==> src/rtl/itmr_pkg.sv <==
package itmr_pkg;

    localparam int BYTE_W    = 8;
    localparam int CNT_W     = 16;
    localparam int MODE_W    = 3;
    localparam int CH_ADDR_W = 2;
    localparam logic [CH_ADDR_W-1:0] CMD_ADDR = 2'd3;
    localparam logic [1:0] SEL_READBACK = 2'b11;
    localparam logic [MODE_W-1:0] MODE_LAST_DEFINED = 3'd5;

    typedef enum logic [1:0] {
        FMT_FREEZE = 2'b00,
        FMT_LO     = 2'b01,
        FMT_HI     = 2'b10,
        FMT_LOHI   = 2'b11
    } fmt_e;

    typedef struct packed {
        logic [1:0]        sel;
        fmt_e              fmt;
        logic [MODE_W-1:0] mode;
        logic              bcd;
    } ctrl_t;

    function automatic logic [MODE_W-1:0] eff_mode(input logic [MODE_W-1:0] m);
        return (m > MODE_LAST_DEFINED) ? '0 : m;
    endfunction

    function automatic logic [BYTE_W-1:0] status_byte(input fmt_e f,
                                                      input logic [MODE_W-1:0] m,
                                                      input logic b);
        return {2'b00, f, m, b};
    endfunction

endpackage

==> src/rtl/itmr_cmd_dec.sv <==
module itmr_cmd_dec
    import itmr_pkg::*;
#(
    parameter int NUM_CH = 3
) (
    input  logic                 bus_wr,
    input  logic                 bus_rd,
    input  logic [CH_ADDR_W-1:0] bus_addr,
    input  logic [BYTE_W-1:0]    bus_wdata,
    output logic [NUM_CH-1:0]    cw_wr,
    output logic [NUM_CH-1:0]    freeze_cmd,
    output logic [NUM_CH-1:0]    stat_cmd,
    output logic [NUM_CH-1:0]    data_wr,
    output logic [NUM_CH-1:0]    data_rd,
    output fmt_e                 cw_fmt,
    output logic [MODE_W-1:0]    cw_mode,
    output logic                 cw_bcd
);
    ctrl_t cw;
    logic  is_cmd;

    assign cw      = ctrl_t'(bus_wdata);
    assign is_cmd  = bus_wr && (bus_addr == CMD_ADDR);
    assign cw_fmt  = cw.fmt;
    assign cw_mode = cw.mode;
    assign cw_bcd  = cw.bcd;

    for (genvar i = 0; i < NUM_CH; i++) begin : g_ch
        logic hit;
        assign hit           = is_cmd && (cw.sel == CH_ADDR_W'(i));
        assign cw_wr[i]      = hit && (cw.fmt != FMT_FREEZE);
        assign freeze_cmd[i] = hit && (cw.fmt == FMT_FREEZE);
        assign stat_cmd[i]   = is_cmd && (cw.sel == SEL_READBACK) && bus_wdata[i+1];
        assign data_wr[i]    = bus_wr && (bus_addr == CH_ADDR_W'(i));
        assign data_rd[i]    = bus_rd && (bus_addr == CH_ADDR_W'(i));
    end
endmodule

==> src/rtl/itmr_chan_regs.sv <==
module itmr_chan_regs
    import itmr_pkg::*;
(
    input  logic              clk,
    input  logic              rst,
    input  logic              cw_wr,
    input  logic              freeze_cmd,
    input  logic              stat_cmd,
    input  logic              data_wr,
    input  logic              data_rd,
    input  fmt_e              cw_fmt,
    input  logic [MODE_W-1:0] cw_mode,
    input  logic              cw_bcd,
    input  logic [BYTE_W-1:0] wdata,
    input  logic [CNT_W-1:0]  cnt_in,
    output logic [BYTE_W-1:0] rdata,
    output logic              load,
    output logic [CNT_W-1:0]  reload,
    output logic [MODE_W-1:0] mode_eff,
    output logic              bcd,
    output logic              cfg_wr
);
    fmt_e              fmt_q;
    logic [MODE_W-1:0] mode_q;
    logic              wr_hi, rd_hi;
    logic [BYTE_W-1:0] low_q;
    logic              frz_v, stat_v;
    logic [CNT_W-1:0]  frz_q;
    logic [BYTE_W-1:0] stat_q;
    logic [CNT_W-1:0]  src;

    always_ff @(posedge clk) begin
        if (rst) begin
            fmt_q  <= FMT_LOHI;
            mode_q <= '0;
            bcd    <= 1'b0;
            wr_hi  <= 1'b0;
            rd_hi  <= 1'b0;
            low_q  <= '0;
            frz_v  <= 1'b0;
            frz_q  <= '0;
            stat_v <= 1'b0;
            stat_q <= '0;
            load   <= 1'b0;
            reload <= '0;
            cfg_wr <= 1'b0;
        end else begin
            load   <= 1'b0;
            cfg_wr <= 1'b0;
            if (cw_wr) begin
                fmt_q  <= cw_fmt;
                mode_q <= cw_mode;
                bcd    <= cw_bcd;
                wr_hi  <= 1'b0;
                rd_hi  <= 1'b0;
                frz_v  <= 1'b0;
                cfg_wr <= 1'b1;
            end else if (freeze_cmd && !frz_v) begin
                frz_v <= 1'b1;
                frz_q <= cnt_in;
            end
            if (stat_cmd && !stat_v) begin
                stat_v <= 1'b1;
                stat_q <= status_byte(fmt_q, mode_q, bcd);
            end
            if (data_wr) begin
                case (fmt_q)
                    FMT_LO: begin
                        reload <= {{(CNT_W-BYTE_W){1'b0}}, wdata};
                        load   <= 1'b1;
                    end
                    FMT_HI: begin
                        reload <= {wdata, {(CNT_W-BYTE_W){1'b0}}};
                        load   <= 1'b1;
                    end
                    default: begin
                        if (!wr_hi) begin
                            low_q <= wdata;
                            wr_hi <= 1'b1;
                        end else begin
                            reload <= {wdata, low_q};
                            load   <= 1'b1;
                            wr_hi  <= 1'b0;
                        end
                    end
                endcase
            end
            if (data_rd) begin
                if (stat_v) begin
                    stat_v <= 1'b0;
                end else if (fmt_q == FMT_LO || fmt_q == FMT_HI) begin
                    frz_v <= 1'b0;
                end else begin
                    rd_hi <= ~rd_hi;
                    if (rd_hi) frz_v <= 1'b0;
                end
            end
        end
    end

    always_comb begin
        src = frz_v ? frz_q : cnt_in;
        if (stat_v) begin
            rdata = stat_q;
        end else begin
            case (fmt_q)
                FMT_LO:  rdata = src[BYTE_W-1:0];
                FMT_HI:  rdata = src[CNT_W-1 -: BYTE_W];
                default: rdata = rd_hi ? src[CNT_W-1 -: BYTE_W] : src[BYTE_W-1:0];
            endcase
        end
    end

    assign mode_eff = eff_mode(mode_q);
endmodule

==> src/rtl/itmr_regif.sv <==
module itmr_regif
    import itmr_pkg::*;
#(
    parameter int NUM_CH = 3
) (
    input  logic                       clk,
    input  logic                       rst,
    input  logic                       bus_wr,
    input  logic                       bus_rd,
    input  logic [CH_ADDR_W-1:0]       bus_addr,
    input  logic [BYTE_W-1:0]          bus_wdata,
    output logic [BYTE_W-1:0]          bus_rdata,
    input  logic [NUM_CH*CNT_W-1:0]    ch_count,
    output logic [NUM_CH-1:0]          ch_load,
    output logic [NUM_CH*CNT_W-1:0]    ch_reload,
    output logic [NUM_CH*MODE_W-1:0]   ch_mode,
    output logic [NUM_CH-1:0]          ch_bcd,
    output logic [NUM_CH-1:0]          ch_cfg_wr
);
    logic [NUM_CH-1:0] cw_wr, freeze_cmd, stat_cmd, data_wr, data_rd;
    fmt_e              cw_fmt;
    logic [MODE_W-1:0] cw_mode;
    logic              cw_bcd;
    logic [BYTE_W-1:0] ch_rdata [NUM_CH];

    itmr_cmd_dec #(.NUM_CH(NUM_CH)) u_dec (
        .bus_wr     (bus_wr),
        .bus_rd     (bus_rd),
        .bus_addr   (bus_addr),
        .bus_wdata  (bus_wdata),
        .cw_wr      (cw_wr),
        .freeze_cmd (freeze_cmd),
        .stat_cmd   (stat_cmd),
        .data_wr    (data_wr),
        .data_rd    (data_rd),
        .cw_fmt     (cw_fmt),
        .cw_mode    (cw_mode),
        .cw_bcd     (cw_bcd)
    );

    for (genvar i = 0; i < NUM_CH; i++) begin : g_ch
        itmr_chan_regs u_chan (
            .clk        (clk),
            .rst        (rst),
            .cw_wr      (cw_wr[i]),
            .freeze_cmd (freeze_cmd[i]),
            .stat_cmd   (stat_cmd[i]),
            .data_wr    (data_wr[i]),
            .data_rd    (data_rd[i]),
            .cw_fmt     (cw_fmt),
            .cw_mode    (cw_mode),
            .cw_bcd     (cw_bcd),
            .wdata      (bus_wdata),
            .cnt_in     (ch_count[i*CNT_W +: CNT_W]),
            .rdata      (ch_rdata[i]),
            .load       (ch_load[i]),
            .reload     (ch_reload[i*CNT_W +: CNT_W]),
            .mode_eff   (ch_mode[i*MODE_W +: MODE_W]),
            .bcd        (ch_bcd[i]),
            .cfg_wr     (ch_cfg_wr[i])
        );
    end

    always_comb begin
        bus_rdata = '0;
        for (int i = 0; i < NUM_CH; i++) begin
            if (bus_rd && bus_addr == CH_ADDR_W'(i)) bus_rdata = ch_rdata[i];
        end
    end
endmodule

==> config.mk <==
export PLATFORM = sky130hd
export DESIGN_NAME = itmr_regif
export DESIGN_NICKNAME = d
export VERILOG_FILES = /design/src/rtl/itmr_pkg.sv /design/src/rtl/itmr_cmd_dec.sv /design/src/rtl/itmr_chan_regs.sv /design/src/rtl/itmr_regif.sv
export SDC_FILE = /design/constraint.sdc
export NUM_CORES = 1
export LEC_CHECK = 0
export CAP_MARGIN = 20
export CORE_MARGIN = 4
export CORE_UTILIZATION = 46
export DETAILED_ROUTE_END_ITERATION = 16
export PLACE_DENSITY = 0.71
export SLEW_MARGIN = 30
export SYNTH_ARGS = -nofsm -noshare
export SYNTH_HDL_FRONTEND = slang
export SYNTH_SLANG_ARGS = --single-unit
==> constraint.sdc <==
create_clock -name clk -period 6 [get_ports clk]
set_clock_uncertainty 0.15 [all_clocks]
set_input_delay 0.6 -clock clk [delete_from_list [all_inputs] [get_ports clk]]
set_output_delay 0.6 -clock clk [all_outputs]
set_load 0.02 [all_outputs]
Word level (Yosys, flattened, before mapping)
Cells that the tools add are included.
{ "totals": {"reg_bits": 174, "input_bits": 62, "output_inout_bits": 74, "wordCells": 210} }
{ "op_classes": {"order_cmp": 3, "n_eq_ne": 12, "n_mux": 84, "bitwise_logic": 15, "reduce_logical": 57} }
{ "op_table": {"columns": ["operator", "count"], "rows": [
  ["16-bit 2-to-1 mux", 6],
  ["16-bit case mux with 2 select lines", 3],
  ["8-bit 2-to-1 mux", 9],
  ["1-bit 2-to-1 mux", 60],
  ["8-bit case mux with 2 select lines", 3],
  ["1-bit logical AND", 26],
  ["1-bit NOT", 15],
  ["2-bit equality test, second input constant", 7],
  ["2-bit AND reduction", 6],
  ["2-bit OR reduction", 6],
  ["2-bit by 1-bit equality test with 1-bit output, second input constant", 5],
  ["3-bit > comparator, second input constant", 3],
  ["3-bit 2-to-1 mux", 3],
  ["3-bit AND reduction", 3],
  ["3-bit nonzero test", 3],
  ["1-bit logical NOT", 6],
  ["2-bit logical NOT", 3],
  ["1-bit logical OR", 3],
  ["2-bit nonzero test", 1]
]} }

Logic depth before layout (Yosys ltp)
Gate-level depths: netlist of the first run.
{ "logic_depth": {"ltp_word": 11, "depth_mapped": 8, "mapped_depth_nobuf": 6} }

Cells and area by module
A second synthesis of the first run with hierarchy kept.
{ "hier_totals": {"hier_cells": 942, "area_unflattened_um2": 8428.1} }
{ "modules_own_cells": {"columns": ["module", "n_inst", "cells_per_inst", "area_each_um2", "seq_area_each_um2"], "rows": [
  ["itmr_chan_regs at g_ch[0].u_chan ...", 2, 294, 2658.8, 1161.1],
  ["itmr_chan_regs at g_ch[2].u_chan", 1, 294, 2642.5, 1161.1],
  ["itmr_regif", 1, 35, 270.3, 0.0],
  ["itmr_cmd_dec", 1, 25, 197.7, 0.0]
]} }

Worst setup path after synthesis of the first run
No wires, ideal clock.
{ "synth_path": {"path_kind": "register -> output", "startpoint": "reg g_ch[0].u_chan.fmt_q[0]", "endpoint": "out bus_rdata[0]", "arrival_ns": 1.779, "path_slack_ns": 3.471, "stages_incl_launch_ff": 8, "path_cell_list": "dfxtp_1 -> inv_1 -> ha_1 -> clkbuf_1 -> nor2_1 -> o32ai_1 -> o211ai_1 -> nand3_1"} }
{ "synth_between": {"elab_chain_cells": 6, "elab_cells_between_ends": 7} }
{ "synth_rtl": {"columns": ["element", "line", "text"], "rows": [
  ["start: declaration", "itmr_chan_regs.sv:23", "fmt_e fmt_q;"],
  ["start signal: assignment", "itmr_chan_regs.sv:51", "fmt_q <= cw_fmt;"],
  ["2-bit equality test / 2-bit by 1-bit equality test with 1-bit output (equally long branches)", "itmr_chan_regs.sv:106", "case (fmt_q)"],
  ["8-bit case mux with 2 select lines *", "itmr_chan_regs.sv:106", null],
  ["8-bit 2-to-1 mux *", "itmr_chan_regs.sv:103", "if (stat_v) begin"],
  ["8-bit 2-to-1 mux * (3 in series)", "itmr_regif.sv:67", "if (bus_rd && bus_addr == CH_ADDR_W'(i)) bus_rdata = ch_rdata[i];"],
  ["end: declaration", "itmr_regif.sv:12", "output logic [BYTE_W-1:0] bus_rdata,"]
]} }
Mark *: on every way between the ends. The rest lies on a longest branch, timed or not.

Worst setup path after layout of the first run
{ "layout_path": {"startpoint": "reg g_ch[2].u_chan.fmt_q[0]", "endpoint": "out bus_rdata[0]"} }
{ "layout_between": {"elab_chain_cells": 4, "elab_cells_between_ends": 5} }
{ "layout_rtl": {"columns": ["element", "line"], "rows": [
  ["start: declaration", "itmr_chan_regs.sv:23"],
  ["start signal: assignment", "itmr_chan_regs.sv:51"],
  ["2-bit equality test / 2-bit by 1-bit equality test with 1-bit output (equally long branches)", "itmr_chan_regs.sv:106"],
  ["8-bit case mux with 2 select lines *", "itmr_chan_regs.sv:106"],
  ["8-bit 2-to-1 mux *", "itmr_chan_regs.sv:103"],
  ["8-bit 2-to-1 mux *", "itmr_regif.sv:67"]
]} }
Marked as above.

==> results of run 1 <==
registers in the layout, indices dropped and copies added, names as in the netlist, 6 cells and up:
| name | count |
|---|---|
| g_ch.u_chan.low_q | 24 |
| g_ch.u_chan.fmt_q | 6 |
| g_ch.u_chan.frz_q | 48 |
| g_ch.u_chan.stat_q | 18 |
| g_ch.u_chan.mode_q | 9 |
| g_ch.u_chan.reload | 48 |
worst min path at each step:
stage	end	slack, ps	cells past startpoint
floorplan	g_ch[0].u_chan.mode_q[0]	290	2
global placement	g_ch[2].u_chan.reload[15]	290	2
detailed placement	g_ch[1].u_chan.reload[10]	290	2
CTS	g_ch[1].u_chan.reload[10]	300	2
global route	g_ch[0].u_chan.reload[8]	330	2
finish	g_ch[1].u_chan.reload[10]	300	2
report_power, final:
part           total, W  internal [W]  switching (W)
clock network   0.00110      0.000646       0.000451
logic          0.000227     0.0000999       0.000127
registers       0.00119       0.00117      0.0000148
per-layer routing:
layer / track usage (%) / part of all wire, % / vias up
li1: - / - / 3360
met1: 29.68 / 45 / 3218
met2: 34.07 / 47 / 227
met3: 4.848 / 6.6 / 27
met4: 6.272 / 1.5 / 0
met5: 0 / 0 / -
worst max-delay path: cells and delay by family, from the launching register on:
| family | cells | cell delay [ps] |
|---|---|---|
| compound gates | 2 | 460 |
| fa+ha+maj | 1 | 750 |
| buf+inv | 2 | 620 |
| flops | 1 | 380 |
| mux | 1 | 640 |
| simple gates | 1 | 150 |
cell type report:
cell class                 count  area share [%]
timing repair buffer         142           14.07
inverter                      10          0.3782
clock buffer                  23           4.815
sequential                   174           35.13
multi-input combinational    646           41.66
clock inverter                 9           1.109
tap                          225           2.836
stage by stage:
step,utilization (%),std cells,worst slack (ps),power (W),hold WS (ps)
5_1_grt,57.59,1229,1576,0.002594,329.1
3_5_place_dp,54.19,1197,2208,0.001437,292.5
6_report,57.59,1229,1813,0.002510,301.0
4_1_cts,57.60,1229,1855,0.002527,301.0
2_1_floorplan,-,916,3471,0.001336,294.8
3_3_place_gp,54.18,1197,2252,0.001436,288.3
cell usage in the layout, fill, tap and decap left out, types with 2 or more instances in the layout:
cell	instances
nor2_2	2
clkinv_4	2
and3b_1	2
mux2i_1	138
nor2b_1	6
and4bb_2	2
clkinv_2	2
clkbuf_8	3
and2_1	2
clkdlybuf4s50_1	133
or2_2	5
a311oi_1	8
nor3b_1	3
o21ai_0	12
inv_1	10
and2_0	2
a21oi_1	49
nand4b_1	9
a22oi_1	2
dfxtp_1	171
clkbuf_1	3
nand3_1	45
nor2_1	139
a221o_1	6
dfxtp_2	3
a21boi_0	3
clkinvlp_4	3
nand2_1	87
nor3_1	18
a211oi_1	18
buf_4	8
nor4_4	2
o32ai_1	24
o211ai_1	18
and4b_1	3
ha_1	7
bufinv_16	2
clkbuf_16	17
nand2b_1	25
cells by family (layout without fill, tap and decap cells):
kind of cell	Yosys count	after routing	synth area share, %
simple gates	358	358	20.98
flops	174	174	43.22
compound gates	143	143	12.11
mux	138	138	17.14
buf+inv	96	184	5.465
fa+ha+maj	7	7	1.087
==> results.py, run 1 <==
metrics = {
    "yosys": {
        "synth_warnings": 0,
        "syn-cell-area_sq_um": 8059,
        "synth_nets": 985,
        "postSynthCellCount": 916,
        "ys_types": 44,
        "synth-edff-count": 0,
        "yosysSeqAreaShare_pct": 43.22,
        "ys_ff_latch": 174,
        "synthTopCellsByArea": "dfxtp_1, mux2i_1, nor2_1",
        "synth_commonest_cells": "dfxtp_1, nor2_1, mux2i_1",
        "yosys.area.top_type": "dfxtp_1",
        "ys.flop_type": "dfxtp_1",
        "postSynthAreaPerCell_sq_um": 8.798,
        "yosys.cell_count.top_type": "dfxtp_1",
        "synth_top_area_share_pct": 43.22,
        "async_flop_share_pct": 0,
    },
    "finish": {
        "diodes": 0,
        "multi_input_area_sq_um": 4135,
        "nNetsFinal": 1060,
        "layout-drive-gt1-share_pct": 5.279,
        "areaGrowthSynthToFinish_pct": 23.16,
        "fillCellCount": 1569,
        "stdcell_area_sq_um": 9926,
        "regArea_sq_um": 3487,
    },
    "timing": {
        "hold_violations": 0,
        "setup_viol": 0,
        "fin_crit_sh_pct": 69.78,
        "maxSlewViolCount": 0,
        "slew_headroom_pct": 38.58,
        "min_period_ps": 4187,
        "tns_ps": 0,
        "tightest_slew_ps": 921.3,
        "fmax_mhz": 238.8,
        "rsz0062_at_grt": "false",
    },
    "global_routing": {
        "grt_start_max_net_pins": 91,
        "grt_first_pass_wirelength_mm": 34.28,
        "overflow": 0,
        "grt_pass1_vias": 6361,
        "grtUsageTotal_pct": 21.58,
        "antenna_found_initial": 0,
    },
    "worst_setup_path": {
        "crit_type": "reg -> out",
        "worst-path-max-fanout": 24,
        "timing.rr.end": "g_ch[1].u_chan.reload[7]",
        "r2r_cells": 6,
        "cp-startpoint": "g_ch[2].u_chan.fmt_q[0]",
        "slowest_stage": "ha_1",
        "endpoint_kind": "primary output",
        "endpoint": "bus_rdata[0]",
        "critPathArrivalTime_ps": 3440,
        "start_kind": "register",
        "reg2reg_from": "g_ch[1].u_chan.fmt_q[0]",
        "critical-path-max-stage-delay_ps": 750,
        "r2r_slack_ps": 3070,
        "crit_path_cell_trace": "inv_1 -> ha_1 -> mux2i_1 -> o32ai_1 -> o211ai_1 -> nand3_1 -> clkdlybuf4s50_1",
        "cp.required_ps": 5250,
    },
    "floorplanning": {
        "die_y_microns": 140.4,
        "die_w_microns": 140.4,
        "start_util_pct": 46.76,
        "core_sq_um": 17240,
        "std_cell_rows": 48,
        "io_pins": 136,
        "die_area_sq_um": 19700,
    },
    "clock_tree": {
        "cts_tree": "done",
        "htreeDepth": 4,
        "clkSlewWorstSetupHoldPaths_ps": 60,
        "cts_buffers": 17,
        "clock_latency_ps": 430,
        "root_buffer": "clkbuf_16",
        "cts_setup_buffers": 0,
        "clockBufferDepth": 2,
        "cts_hold_buf": 0,
        "cts_sinks": 174,
        "cts_resized": 0,
    },
    "placed_design": {
        "place_area_sq_um": 9340,
        "hpwl_mm": 14.61,
        "port_buffers": 135,
        "gp_congestion": 0.8273,
    },
    "drt": {
        "viasPerCell": 5.559,
        "drtIter0Drc": 441,
        "drt_wl_total_mm": 21.61,
        "wl_per_cell_microns": 17.58,
        "drt-pass1-iter-count": 5,
        "final_antenna_net_count": 0,
        "remaining_drc_errors": 0,
        "routed-via-count": 6832,
    },
    "power": {
        "leakage_nw": 3.527,
        "power_density_nw_per_um2": 252.9,
        "ir_drop_v": 0.0001999,
    },
    "worst_hold_path": {
        "worstHoldStart": "g_ch[1].u_chan.reload[10]",
        "hold_path_class": "reg -> reg",
    },
    "run_status": {
        "status": "finished, final reports clean",
    },
    "flow_run": {
        "max_cap_viol_count": 0,
    },
}
No activity file was read; power rests on OpenSTA's default activity.
==> run 2: changes to the inputs <==
clock period = 4.3 ns   (was 6 ns; I/O delays follow)
==> run 2 against run 1 <==
Against the previous run: sequential share of layout area is 0.26 points lower; worst hold slack better by 1.1 ps; core utilization grew 0.41 points; total power is 40% higher; sequential power increased by 39%; final area rose by 0.72%; routed wire length rose by 1.3%; register-to-register slack worse by 1600 ps; final cell count is 0.57% higher.
==> results.py, run 2 (same netlist as run 1, synthesis figures left out) <==
metrics = {
    "clock_tree": {
        "cts_tree": "done",
        "cts_buffers": 17,
        "htreeDepth": 4,
        "clkSlewWorstSetupHoldPaths_ps": 60,
        "cts_setup_buffers": 0,
        "cts_resized": 0,
        "cts_hold_buf": 0,
        "clock_latency_ps": 420,
        "root_buffer": "clkbuf_16",
        "clockBufferDepth": 2,
        "cts_sinks": 174,
    },
    "global_routing": {
        "antenna_found_initial": 1,
        "overflow": 0,
        "grtUsageTotal_pct": 21.91,
        "grt_start_max_net_pins": 97,
        "grt_pass1_vias": 6685,
        "grt_first_pass_wirelength_mm": 35.02,
    },
    "worst_setup_path": {
        "start_kind": "register",
        "reg2reg_from": "g_ch[1].u_chan.fmt_q[0]",
        "slowest_stage": "mux2i_1",
        "endpoint_kind": "primary output",
        "critPathArrivalTime_ps": 3290,
        "cp.required_ps": 3720,
        "crit_type": "reg -> out",
        "worst-path-max-fanout": 15,
        "cp_num_buf_inv": 2,
        "cp_top_family": "multiplexers",
        "cp-startpoint": "g_ch[0].u_chan.fmt_q[0]",
        "critical-path-max-stage-delay_ps": 680,
        "crit_path_cell_trace": "inv_1 -> ha_1 -> mux2i_1 -> o32ai_1 -> a22oi_1 -> nand2_1 -> clkdlybuf4s50_1",
    },
    "drt": {
        "drt-pass1-iter-count": 5,
        "drtIter0Drc": 560,
        "viasPerCell": 5.625,
        "wl_per_cell_microns": 17.72,
        "remaining_drc_errors": 0,
        "routed-via-count": 6953,
        "drt_wl_total_mm": 21.90,
        "final_antenna_net_count": 0,
    },
    "timing": {
        "hold_violations": 0,
        "fin_crit_sh_pct": 90.08,
        "tightest_slew_ps": 986.0,
        "rsz0062_at_grt": "false",
        "min_period_ps": 3873,
        "fmax_mhz": 258.2,
        "setup_viol": 0,
        "slew_headroom_pct": 34.18,
        "maxSlewViolCount": 0,
        "tns_ps": 0,
    },
    "power": {
        "comb_power_share_pct": 9.2,
        "clkPwrFrac_pct": 43.5,
        "power_density_nw_per_um2": 350.5,
        "leakage_nw": 3.568,
        "p_seq_share_pct": 47.2,
        "switching_share_pct": 23.57,
        "ir_drop_v": 0.0002636,
        "p_sw_w": 0.0008259,
        "intPower_w": 0.002679,
    },
    "flow_run": {
        "max_cap_viol_count": 0,
    },
    "finish": {
        "regArea_sq_um": 3486,
        "stdcell_area_sq_um": 9997,
        "multi_input_area_sq_um": 4135,
        "areaGrowthSynthToFinish_pct": 24.05,
        "layout-drive-gt1-share_pct": 5.743,
        "final_cell_mix": "dfxtp_1, nor2_1, mux2i_1",
        "fillCellCount": 1567,
        "mostFrequentLayoutCell": "dfxtp_1",
        "nNetsFinal": 1068,
        "reg_top3": "g_ch.u_chan.frz_q (48), g_ch.u_chan.reload (48), g_ch.u_chan.low_q (24)",
    },
    "placed_design": {
        "place_area_sq_um": 9413,
        "port_buffers": 135,
        "gp_congestion": 0.8509,
        "hpwl_mm": 14.64,
    },
    "worst_hold_path": {
        "hold_path_class": "reg -> reg",
        "worstHoldStart": "g_ch[1].u_chan.reload[12]",
    },
    "floorplanning": {
        "std_cell_rows": 48,
        "io_pins": 136,
        "die_y_microns": 140.4,
        "die_w_microns": 140.4,
        "die_area_sq_um": 19700,
        "core_sq_um": 17240,
        "start_util_pct": 46.76,
    },
    "run_status": {
        "status": "finished, final reports clean",
    },
}
[run 2: final cells by class]
class	instances	share of cell area (%)
Timing Repair Buffer	150	14.74
Clock buffer	22	4.743
Antenna cell	1	0.02503
Clock inverter	8	1.064
Tap cell	225	2.816
Inverter	10	0.3755
Sequential cell	174	34.87
Multi-Input combinational cell	646	41.36
[run 2: stage by stage]
step / total power (W) / cells / worst slack, ps / hold slack [ps] / util (%)
after floorplan: 0.001865 / 916 / 1941 / 294.8 / -
after global placement: 0.002010 / 1205 / 925.5 / 290.4 / 54.60
after detailed placement: 0.002012 / 1205 / 906.0 / 296.0 / 54.61
after CTS: 0.003529 / 1235 / 435.8 / 304.9 / 57.98
after global routing: 0.003617 / 1236 / 235.4 / 320.6 / 58.00
final: 0.003504 / 1236 / 426.5 / 302.1 / 58.00
[run 2: path summary, 6_finish.rpt]
check,endpoint,slack (ps),cells after the start
worst max-delay path,bus_rdata[6],430,7
worst min-delay path,g_ch[1].u_chan.reload[12],300,2
worst max register to register,g_ch[1].u_chan.reload[7],1450,7
worst min register to register,g_ch[1].u_chan.reload[12],300,2
[run 2: per-layer routing]
| layer | vias up | GRT usage (%) | share of wire [%] |
|---|---|---|---|
| li1 | 3368 | - | - |
| met1 | 3344 | 30.24 | 46 |
| met2 | 223 | 34.90 | 46 |
| met3 | 18 | 4.814 | 6.1 |
| met4 | 0 | 5.660 | 1.2 |
| met5 | - | 0 | 0 |
[run 2: worst min-delay path, cell delays in order (launching register included)]
cell and delay, ps:
dfxtp_1 310, nand2_1 50, a21oi_1 50
[run 2: power groups by stage]
stage | registers (W) | logic, W | clock network, W
global route | 0.00166 | 0.000348 | 0.00161
finish | 0.00166 | 0.000323 | 0.00153
floorplan | 0.00169 | 0.000177 | 0
detailed placement | 0.00169 | 0.000321 | 0
global placement | 0.00169 | 0.000320 | 0
CTS | 0.00165 | 0.000323 | 0.00155
